[config.mk]
export PLATFORM = sky130hd
export DESIGN_NAME = uart_frame_monitor
export DESIGN_NICKNAME = d
export VERILOG_FILES = /design/src/rtl/uart_mon_pkg.sv /design/src/rtl/uart_line_sync.sv /design/src/rtl/uart_frame_decoder.sv /design/src/rtl/uart_event_merge.sv /design/src/rtl/uart_frame_monitor.sv
export SDC_FILE = /design/constraint.sdc
export NUM_CORES = 1
export LEC_CHECK = 0
export BUFFER_PORTS_ARGS = -buffer_cell sky130_fd_sc_hd__clkbuf_2
export CAP_MARGIN = 5
export CELL_PAD_IN_SITES_DETAIL_PLACEMENT = 1
export CELL_PAD_IN_SITES_GLOBAL_PLACEMENT = 1
export CORE_MARGIN = 2
export CORE_UTILIZATION = 45
export CTS_BUF_LIST = sky130_fd_sc_hd__clkbuf_4 sky130_fd_sc_hd__clkbuf_8
export DETAILED_ROUTE_END_ITERATION = 10
export PLACE_DENSITY_LB_ADDON = 0.2
export SYNTH_ARGS = -nofsm -noshare
export SYNTH_HDL_FRONTEND = slang
export SYNTH_SLANG_ARGS = --single-unit
export TNS_END_PERCENT = 10
[constraint.sdc]
create_clock -name clk -period 5.96 [get_ports clk]
set_clock_uncertainty 0.15 [all_clocks]
set_input_delay 1.192 -clock clk [delete_from_list [all_inputs] [get_ports clk]]
set_output_delay 1.192 -clock clk [all_outputs]
set_load 0.02 [all_outputs]
[src/rtl/uart_mon_pkg.sv]
package uart_mon_pkg;

  localparam int MON_DW = 9;

  typedef enum logic [2:0] {
    EV_START     = 3'd0,
    EV_DATA      = 3'd1,
    EV_PAR_OK    = 3'd2,
    EV_PAR_ERR   = 3'd3,
    EV_STOP      = 3'd4,
    EV_BAD_START = 3'd5,
    EV_BAD_STOP  = 3'd6
  } ev_kind_e;

  typedef enum logic [2:0] {
    PAR_NONE  = 3'd0,
    PAR_ODD   = 3'd1,
    PAR_EVEN  = 3'd2,
    PAR_SPACE = 3'd3,
    PAR_MARK  = 3'd4
  } par_mode_e;

  typedef struct packed {
    logic              dir;
    ev_kind_e          kind;
    logic [MON_DW-1:0] payload;
  } mon_event_t;

endpackage

[src/rtl/uart_line_sync.sv]
module uart_line_sync #(
  parameter int STAGES = 2
) (
  input  logic clk,
  input  logic rst_n,
  input  logic din,
  output logic level,
  output logic fall
);

  logic [STAGES-1:0] sr;
  logic              prev;

  // Reset to the idle (high) level so no false edge appears after reset.
  always_ff @(posedge clk or negedge rst_n) begin
    if (!rst_n) begin
      sr   <= '1;
      prev <= 1'b1;
    end else begin
      sr   <= {sr[STAGES-2:0], din};
      prev <= sr[STAGES-1];
    end
  end

  assign level = sr[STAGES-1];
  assign fall  = prev & ~sr[STAGES-1];

endmodule

[src/rtl/uart_frame_decoder.sv]
module uart_frame_decoder
  import uart_mon_pkg::*;
#(
  parameter int CPB_W   = 16,
  parameter bit DIR_TAG = 1'b0
) (
  input  logic             clk,
  input  logic             rst_n,
  input  logic             enable,
  input  logic             line,
  input  logic             line_fall,
  input  logic [CPB_W-1:0] cfg_cpb,
  input  logic [3:0]       cfg_nbits,
  input  logic             cfg_msb_first,
  input  par_mode_e        cfg_parity,
  output logic             ev_valid,
  output mon_event_t       ev
);

  localparam int DW = MON_DW;

  typedef enum logic [2:0] {
    S_IDLE, S_START, S_DATA, S_PAR, S_STOP
  } dec_state_e;

  dec_state_e       state;
  logic [CPB_W-1:0] cnt;
  logic [CPB_W-1:0] half_m1;
  logic [3:0]       bit_idx;
  logic [DW-1:0]    shreg;
  logic [DW-1:0]    shreg_next;
  logic             tick;
  logic             last_bit;
  logic             exp_par;

  assign half_m1  = (cfg_cpb >> 1) - CPB_W'(1);
  assign tick     = (state != S_IDLE) && (cnt == '0);
  assign last_bit = (bit_idx == cfg_nbits - 4'd1);

  // New bit enters at the top of the N-bit field (shift right) or at bit 0.
  always_comb begin
    if (cfg_msb_first)
      shreg_next = {shreg[DW-2:0], line};
    else
      shreg_next = (shreg >> 1) | ({{(DW-1){1'b0}}, line} << (cfg_nbits - 4'd1));
  end

  always_comb begin
    unique case (cfg_parity)
      PAR_ODD:   exp_par = ~^shreg;
      PAR_EVEN:  exp_par = ^shreg;
      PAR_SPACE: exp_par = 1'b0;
      default:   exp_par = 1'b1;
    endcase
  end

  always_comb begin
    ev_valid   = 1'b0;
    ev.dir     = DIR_TAG;
    ev.kind    = EV_START;
    ev.payload = '0;
    if (enable && tick) begin
      unique case (state)
        S_START: begin
          ev_valid   = 1'b1;
          ev.kind    = line ? EV_BAD_START : EV_START;
          ev.payload = {{(DW-1){1'b0}}, line};
        end
        S_DATA: begin
          ev_valid   = last_bit;
          ev.kind    = EV_DATA;
          ev.payload = shreg_next;
        end
        S_PAR: begin
          ev_valid = 1'b1;
          if (line == exp_par) begin
            ev.kind    = EV_PAR_OK;
            ev.payload = {{(DW-1){1'b0}}, line};
          end else begin
            ev.kind    = EV_PAR_ERR;
            ev.payload = {{(DW-2){1'b0}}, exp_par, line};
          end
        end
        S_STOP: begin
          ev_valid   = 1'b1;
          ev.kind    = line ? EV_STOP : EV_BAD_STOP;
          ev.payload = {{(DW-1){1'b0}}, line};
        end
        default: ev_valid = 1'b0;
      endcase
    end
  end

  always_ff @(posedge clk or negedge rst_n) begin
    if (!rst_n) begin
      state   <= S_IDLE;
      cnt     <= '0;
      bit_idx <= '0;
      shreg   <= '0;
    end else if (!enable) begin
      state <= S_IDLE;
    end else if (state == S_IDLE) begin
      if (line_fall) begin
        state <= S_START;
        cnt   <= half_m1;
      end
    end else if (tick) begin
      cnt <= cfg_cpb - CPB_W'(1);
      unique case (state)
        S_START: begin
          shreg   <= '0;
          bit_idx <= '0;
          state   <= S_DATA;
        end
        S_DATA: begin
          shreg <= shreg_next;
          if (last_bit)
            state <= (cfg_parity == PAR_NONE) ? S_STOP : S_PAR;
          else
            bit_idx <= bit_idx + 4'd1;
        end
        S_PAR:   state <= S_STOP;
        default: state <= S_IDLE;
      endcase
    end else begin
      cnt <= cnt - CPB_W'(1);
    end
  end

  AST_OFF_SILENT: assert property (@(posedge clk) disable iff (!rst_n)
    !enable |-> !ev_valid);

  AST_STOP_TO_IDLE: assert property (@(posedge clk) disable iff (!rst_n)
    ev_valid && (ev.kind == EV_STOP || ev.kind == EV_BAD_STOP) |=> state == S_IDLE);

  AST_CFG_LEGAL: assert property (@(posedge clk) disable iff (!rst_n)
    state != S_IDLE |-> cfg_nbits >= 4'd5 && cfg_nbits <= 4'd9 && cfg_cpb >= CPB_W'(4));

  AST_NO_PARITY_EVENT: assert property (@(posedge clk) disable iff (!rst_n)
    ev_valid && cfg_parity == PAR_NONE |-> ev.kind != EV_PAR_OK && ev.kind != EV_PAR_ERR);

  AST_BAD_START_GOES_ON: assert property (@(posedge clk) disable iff (!rst_n)
    ev_valid && ev.kind == EV_BAD_START |=> state == S_DATA);

endmodule

[src/rtl/uart_event_merge.sv]
module uart_event_merge
  import uart_mon_pkg::*;
(
  input  logic       clk,
  input  logic       rst_n,
  input  logic       rx_valid,
  input  mon_event_t rx_ev,
  input  logic       tx_valid,
  input  mon_event_t tx_ev,
  output logic       out_valid,
  input  logic       out_ready,
  output mon_event_t out_ev
);

  logic       free;
  logic       hold_v;
  mon_event_t hold_ev;

  assign free = !out_valid || out_ready;

  always_ff @(posedge clk or negedge rst_n) begin
    if (!rst_n) begin
      out_valid <= 1'b0;
      out_ev    <= '0;
      hold_v    <= 1'b0;
      hold_ev   <= '0;
    end else if (free) begin
      if (rx_valid) begin
        out_valid <= 1'b1;
        out_ev    <= rx_ev;
        if (tx_valid && !hold_v) begin
          hold_v  <= 1'b1;
          hold_ev <= tx_ev;
        end
      end else if (hold_v) begin
        out_valid <= 1'b1;
        out_ev    <= hold_ev;
        if (tx_valid)
          hold_ev <= tx_ev;
        else
          hold_v <= 1'b0;
      end else if (tx_valid) begin
        out_valid <= 1'b1;
        out_ev    <= tx_ev;
      end else begin
        out_valid <= 1'b0;
      end
    end else if (tx_valid && !hold_v) begin
      hold_v  <= 1'b1;
      hold_ev <= tx_ev;
    end
  end

  AST_HOLD_STABLE: assert property (@(posedge clk) disable iff (!rst_n)
    out_valid && !out_ready |=> out_valid && $stable(out_ev));

  AST_RX_FIRST: assert property (@(posedge clk) disable iff (!rst_n)
    free && rx_valid |=> out_valid && out_ev.dir == rx_ev.dir && !out_ev.dir);

  AST_TX_TAG: assert property (@(posedge clk) disable iff (!rst_n)
    tx_valid |-> tx_ev.dir);

endmodule

[src/rtl/uart_frame_monitor.sv]
module uart_frame_monitor
  import uart_mon_pkg::*;
#(
  parameter int CPB_W       = 16,
  parameter int SYNC_STAGES = 2
) (
  input  logic              clk,
  input  logic              rst_n,
  input  logic              rx_line,
  input  logic              tx_line,
  input  logic              rx_en,
  input  logic              tx_en,
  input  logic [CPB_W-1:0]  cfg_clks_per_bit,
  input  logic [3:0]        cfg_data_bits,
  input  logic              cfg_msb_first,
  input  logic [2:0]        cfg_parity,
  output logic              ev_valid,
  input  logic              ev_ready,
  output logic              ev_dir,
  output logic [2:0]        ev_kind,
  output logic [MON_DW-1:0] ev_payload
);

  localparam int NCH = 2;

  logic [NCH-1:0] raw_line;
  logic [NCH-1:0] ch_en;
  logic [NCH-1:0] ch_level;
  logic [NCH-1:0] ch_fall;
  logic [NCH-1:0] ch_valid;
  mon_event_t     ch_ev [NCH];
  mon_event_t     out_ev;
  par_mode_e      par_mode;

  assign raw_line = {tx_line, rx_line};
  assign ch_en    = {tx_en, rx_en};
  assign par_mode = par_mode_e'(cfg_parity);

  for (genvar c = 0; c < NCH; c++) begin : g_ch
    uart_line_sync #(.STAGES(SYNC_STAGES)) u_sync (
      .clk   (clk),
      .rst_n (rst_n),
      .din   (raw_line[c]),
      .level (ch_level[c]),
      .fall  (ch_fall[c])
    );

    uart_frame_decoder #(.CPB_W(CPB_W), .DIR_TAG(c == 1)) u_dec (
      .clk           (clk),
      .rst_n         (rst_n),
      .enable        (ch_en[c]),
      .line          (ch_level[c]),
      .line_fall     (ch_fall[c]),
      .cfg_cpb       (cfg_clks_per_bit),
      .cfg_nbits     (cfg_data_bits),
      .cfg_msb_first (cfg_msb_first),
      .cfg_parity    (par_mode),
      .ev_valid      (ch_valid[c]),
      .ev            (ch_ev[c])
    );
  end

  uart_event_merge u_merge (
    .clk       (clk),
    .rst_n     (rst_n),
    .rx_valid  (ch_valid[0]),
    .rx_ev     (ch_ev[0]),
    .tx_valid  (ch_valid[1]),
    .tx_ev     (ch_ev[1]),
    .out_valid (ev_valid),
    .out_ready (ev_ready),
    .out_ev    (out_ev)
  );

  assign ev_dir     = out_ev.dir;
  assign ev_kind    = out_ev.kind;
  assign ev_payload = out_ev.payload;

  AST_ONE_LINE: assert property (@(posedge clk) disable iff (!rst_n)
    rx_en || tx_en);

  AST_RESET_QUIET: assert property (@(posedge clk) disable iff (!rst_n)
    $rose(ev_valid) |-> $past(ch_valid != '0));

endmodule

* Word level (Yosys, flattened, before mapping) *
Cells that the tools add are included.
Widths: inputs -> output; s select.

storage, ports and cells
  register bits after elaboration = 98
  input bits = 31
  output and inout bits = 14
  word-level logic and storage cells = 155

operators by class
  $add $sub $neg = 7
  equal/unequal tests = 27
  shift-type cells = 2
  mux-type cells = 57
  bitwise logic cells = 8
  reductions and logical operators = 34

operators with widths
  kind                   count
  $mux 16                6
  $pmux 12 s4            2
  $mux 13                7
  $sub 16x1->16 const B  3
  $mux 3                 13
  $pmux 9 s2             2
  $logic_not 16->1       2
  $mux 12                2
  $mux 10                2
  $eq 3x2->1 const B     6
  $mux 9                 2
  $or 8x9->9             2
  $pmux 3 s3             2
  $reduce_xnor 9->1      2
  $reduce_xor 9->1       2
  $shl 1x4->9            2
  $pmux 4 s2             2
  $sub 15x1->16 const B  1
  $reduce_and 5->1       2
  $eq 3x1->1 const B     3
  $logic_not 3->1        3
  $mux 1                 9
  $ne 3x2->1 const B     3
  $reduce_bool 3->1      3
  24 further kinds       52

* Logic depth before layout (Yosys ltp) *
  depth after elaboration = 10
  gate-level depth with buffers = 12

* By module *
From an unflattened synthesis, not the netlist that was laid out.

second synthesis, totals
  cells, all modules = 825
  area, all modules = 6996.7 µm²

by module, submodules not included
  module                               times used  cells each  area each (µm²)  seq. area each (µm²)
  uart_frame_decoder at g_ch[1].u_dec  1           361         2785.2           800.8
  uart_frame_decoder at g_ch[0].u_dec  1           333         2668.8           800.8
  uart_event_merge                     1           123         1357.6           700.7
  uart_line_sync                       2           4           92.6             78.8

* Worst setup path after synthesis *
OpenSTA, ideal clock, no wires.

  path type = input-to-reg
  start point = in cfg_data_bits[0]
  end point = reg u_merge.hold_ev[3] in the netlist's numbering
  library setup time = 0.125 ns
  arrival time = 3.498 ns
  slack = 2.187 ns
  stages = 11
  buffers on the path = 3
  path through = buf_2 -> inv_1 -> ha_1 -> buf_2 -> xor2_1 -> nand3_1 -> o31ai_1 -> nand3_1 -> mux2i_4 -> buf_6 -> mux2_4

between the ends
  longest elaborated chain between the ends = 10
  elaborated cells on any way between the ends = 21
  classes of those cells = add/sub (1); eq/ne (4); shift (1); mux (12); bitwise (1); reduce/logical (2)

ends and longest elaborated chain
  item                  line                                                source
  start, declared       uart_frame_monitor.sv:14                            input logic [3:0] cfg_data_bits,
  $sub 4x1->4 (*)       uart_frame_decoder.sv:38, uart_frame_decoder.sv:45
  $shl 1x4->9           uart_frame_decoder.sv:45                            shreg_next = (shreg >> 1) | ({{(DW-1){1'b0}}, line} << (cfg_nbits - 4'd1));
  $or 8x9->9            uart_frame_decoder.sv:45
  $mux 9                uart_frame_decoder.sv:42                            if (cfg_msb_first)
  $pmux 12 s4           uart_frame_decoder.sv:63                            unique case (state)
  $mux 12               uart_frame_decoder.sv:62                            if (enable && tick) begin
  $mux 13               uart_event_merge.sv:38                              if (tx_valid)
  $mux 13               uart_event_merge.sv:35                              end else if (hold_v) begin
  $mux 13               uart_event_merge.sv:28                              if (rx_valid) begin
  $mux 13               uart_event_merge.sv:27                              end else if (free) begin
  end signal, assigned  uart_event_merge.sv:33                              hold_ev <= tx_ev;
  end signal, assigned  uart_event_merge.sv:39                              hold_ev <= tx_ev;
  end signal, assigned  uart_event_merge.sv:50                              hold_ev <= tx_ev;
  end, declared         uart_event_merge.sv:17                              mon_event_t hold_ev;

Every way passes the cells marked *; elsewhere a longest branch is shown, timed or not. The select of a mux whose other input is x is not followed.
A chain may end at the register's enable or synchronous reset.

* Worst setup path in the final report *
  start point = in cfg_data_bits[0]
  end point = reg u_merge.hold_ev[2] in the netlist's numbering

The elaborated chain is that of the path after synthesis.

==> metrics.txt <==
Die Y=130 um; multi-input logic area=between 4000 and 5000 sq um; DPL Wire Length=between 15,000 and 20,000 um; Hold Vio Cnt, Final=0; Internal=approximately 1.3 mW; largest family of logic cells by synthesized area=simple AND/OR/NAND/NOR gates; fillers=approximately 1,900; vias in the first global route=6,848; Design Area, Final=7660 sq um; IO Pins=45; H-Tree Depth=3; CTS tree=yes; relative slew slack=0.239; post-route ant nets=0; CP Data Required Time=6100 ps; Total GRT Usage=0.277; Avg Cell Area, Syn=between 8 and 9 sq um; top cell type's share of synthesized area=0.324; type of origin of the critical path=primary input; clock network fraction of design power=0.225; cell count after placement=between 1,000 and 1,500; Switch Pwr=0.872 mW; switching share of total power=0.402; Final period util=0.688; most common cell in the netlist=dfrtp_1; Worst path slowest cell=mux2i_4; Worst Max-Slew Pin Slew=1130 ps; worst hold path type=reg2reg; grt ovf=0; vias post-DR=approximately 6,600; post-synth cell types=73; pwr/cell area=between 200 and 300 nW/um^2; Die ar.=between 15,000 and 20,000 sq um; cell repeated most along the worst path=nand3_1; area leader, netlist=dfrtp_1; Clk pin slew, worst setup/hold paths=approximately 100 ps; largest net degree at the start of global routing=67; CTS Buffer Depth=2; nets=slightly below 900; Via density=a little over 6; post-place instance area=about 7400 sq um; Crit. End Element=flop; reg2reg path depth=6; Critical Path AT=around 4200 ps; Logic pwr share=0.335; first-pass GRT wire length=36,000 um; Resize count post-CTS=0; Storage cell area=between 2000 and 2500 sq um; Final Max Slew Viols=0; Reg2Reg Launch Point=g_ch[1].u_dec.state[0]; peak supply drop=approximately 0.14 mV; fin crit period=just over 4000 ps; Post-synth top cells=92 x dfrtp_1, 90 x nand2_1, 69 x nor2_1, 53 x a21oi_1; drt drc=0; setup violators final=0; Starting Density=0.464; Synth async-reset ratio=1.00; worst skew pair latency=around 400 ps; RR Endpoint=u_merge.hold_ev[2]; Hold Buf Count CTS=0; xor/xnor cell area share of the yosys netlist=0.0980; critical-path cell list=clkbuf_2 -> inv_1 -> ha_1 -> xor2_1 -> nand3_1 -> o31ai_1 -> nand3_1 -> mux2i_4 -> mux2_2; Chip Width=roughly 130 um; cells after synthesis=838; kind of critical path=in2reg; Peak Freq=~240 MHz; CTS sink count=98; max cap viols=0; Worst Hold Path EP=g_ch[0].u_sync.sr[1]; routability congestion estimate=between 0.9 and 1; hold path depth=0; Design Power=between 2 and 2.5 mW; post-synthesis compound-gate area fraction=0.198; Yosys reg bits=about 100; Post-Syn Area=about 7100 sq um; R2R Setup Slk=around 2100 ps; share of layout cells above drive strength 1=0.132; Hold Slack=about 210 ps; WL per Instance=20.8 um; synth warn=0; peak per-stage delay on the critical path=about 600 ps; final WL=between 20,000 and 25,000 um; area delta synth->final=7.80%; dpl ws=between 1000 and 1500 ps; hold path startpoint=g_ch[0].u_sync.sr[0]; leakage=~3.1 nW; Setup TNS=0 ps; Synth area leaders=dfrtp_1 32%, xnor2_1 5.2%, nand2_1 4.8%, xor2_1 4.3%, a21oi_1 3.7%; PortBufs=between 40 and 50; status=complete, no violations; core area=~15,000 sq um; Worst Path Max Fanout=13; CTS Buf Count=9; Adder-Cell Fraction of Synth Area=0.0194; Sequential Power Share=0.440; Post-CTS Repair Setup Buffers=0; post-layout util=0.500; Root Buffer Master=clkbuf_8; setup ws final=roughly 1900 ps; First-pass DRT Iterations=5; most used flip-flop cell after synthesis=dfrtp_1; 1st-iter DRT viols=approximately 350; std cell rows=45; mux cell area share after synthesis=0.0575; initial antenna violation count=0; n_diodes=0; Seq/Total Area, Yosys=0.346; fin cells=roughly 1,100; Post-synth EDFFs=0; post-synth net total=880; RSZ-0062 raised after global routing=false; simple-gate portion of the synthesized area=0.235
## power groups by stage
stage | clock network [mW] | logic (mW) | registers, mW
after floorplan | 0 | 0.571 | 0.891
after global placement | 0 | 0.685 | 0.953
after detailed placement | 0 | 0.725 | 0.962
after CTS | 0.497 | 0.730 | 0.951
after global routing | 0.521 | 0.817 | 0.981
final | 0.488 | 0.727 | 0.955
## critical path, delay by kind of cell
family / cells / cell delay (ps)
mux: 2 / 1010
buf+inv: 2 / 420
xor+xnor: 1 / 220
simple gates: 2 / 410
fa+ha+maj: 1 / 540
compound gates: 1 / 430
## placed cells by master (no fill, tap or decap), types with 10 or more instances in the layout
| master | Yosys | final |
|---|---|---|
| dfrtp_1 | 92 | 92 |
| nand2_1 | 90 | 90 |
| nor2_1 | 69 | 69 |
| a21oi_1 | 53 | 53 |
| clkbuf_2 | 0 | 43 |
| xnor2_1 | 42 | 42 |
| o21ai_0 | 42 | 42 |
| xor2_1 | 35 | 35 |
| inv_1 | 34 | 34 |
| nor3_1 | 30 | 29 |
| nand3_1 | 21 | 21 |
| o211ai_1 | 20 | 20 |
| mux2_2 | 17 | 17 |
| nor2b_1 | 16 | 16 |
| a31oi_1 | 14 | 14 |
| nor4_1 | 13 | 13 |
| mux2i_1 | 12 | 12 |
| nand2b_1 | 12 | 12 |
| clkbuf_8 | 0 | 12 |
| o31ai_1 | 11 | 11 |
| or3_1 | 11 | 11 |
| nand4_1 | 11 | 11 |
| ha_1 | 11 | 11 |
| a211oi_1 | 10 | 10 |
| a221oi_1 | 10 | 10 |
## cell families after synthesis
kind of cell | Yosys count
buffers and inverters | 82
AOI/OAI and AO/OA | 212
DFF | 98
and+or+nand+nor | 322
xor gates and xnor gates | 78
adders and majority gates | 11
muxes | 35
## how the worst max path moves through the flow
stage	from	end	slack, ps	cells past startpoint
5_1_grt	cfg_data_bits[0]	u_merge.hold_ev[1]	1660	9
3_3_place_gp	cfg_data_bits[0]	u_merge.hold_ev[1]	1670	9
3_5_place_dp	cfg_data_bits[0]	u_merge.hold_ev[2]	1490	9
6_report	cfg_data_bits[0]	u_merge.hold_ev[2]	1860	9
2_1_floorplan	cfg_data_bits[0]	u_merge.hold_ev[3]	2190	11
4_1_cts	cfg_data_bits[0]	u_merge.hold_ev[1]	1920	9
## layer usage
metal,vias up,GRT usage,part of all wire
met3,66,0.0406,0.031
li1,3054,-,-
met5,-,0,0
met2,157,0.485,0.51
met4,0,0.160,0.051
met1,3274,0.325,0.41
## sequential cells by signal (all words and copies together) (netlist names)
signal and flops:
g_ch.u_dec.cnt 32, g_ch.u_dec.shreg 18, u_merge.hold_ev 13, u_merge.out_ev 13
g_ch.u_dec.bit_idx 8, g_ch.u_dec.state 6, g_ch.u_sync.sr 4, g_ch.u_sync.prev 2
u_merge.hold_v 1, u_merge.out_valid 1
## area by class of cell
| cell class | count | area share |
|---|---|---|
| tap | 211 | 0.0344 |
| multi-input combinational | 658 | 0.565 |
| clock inverter | 2 | 0.00457 |
| sequential | 98 | 0.321 |
| inverter | 35 | 0.0171 |
| timing repair buffer | 49 | 0.0340 |
| clock buffer | 14 | 0.0235 |
(Power assumes the default switching activity.)
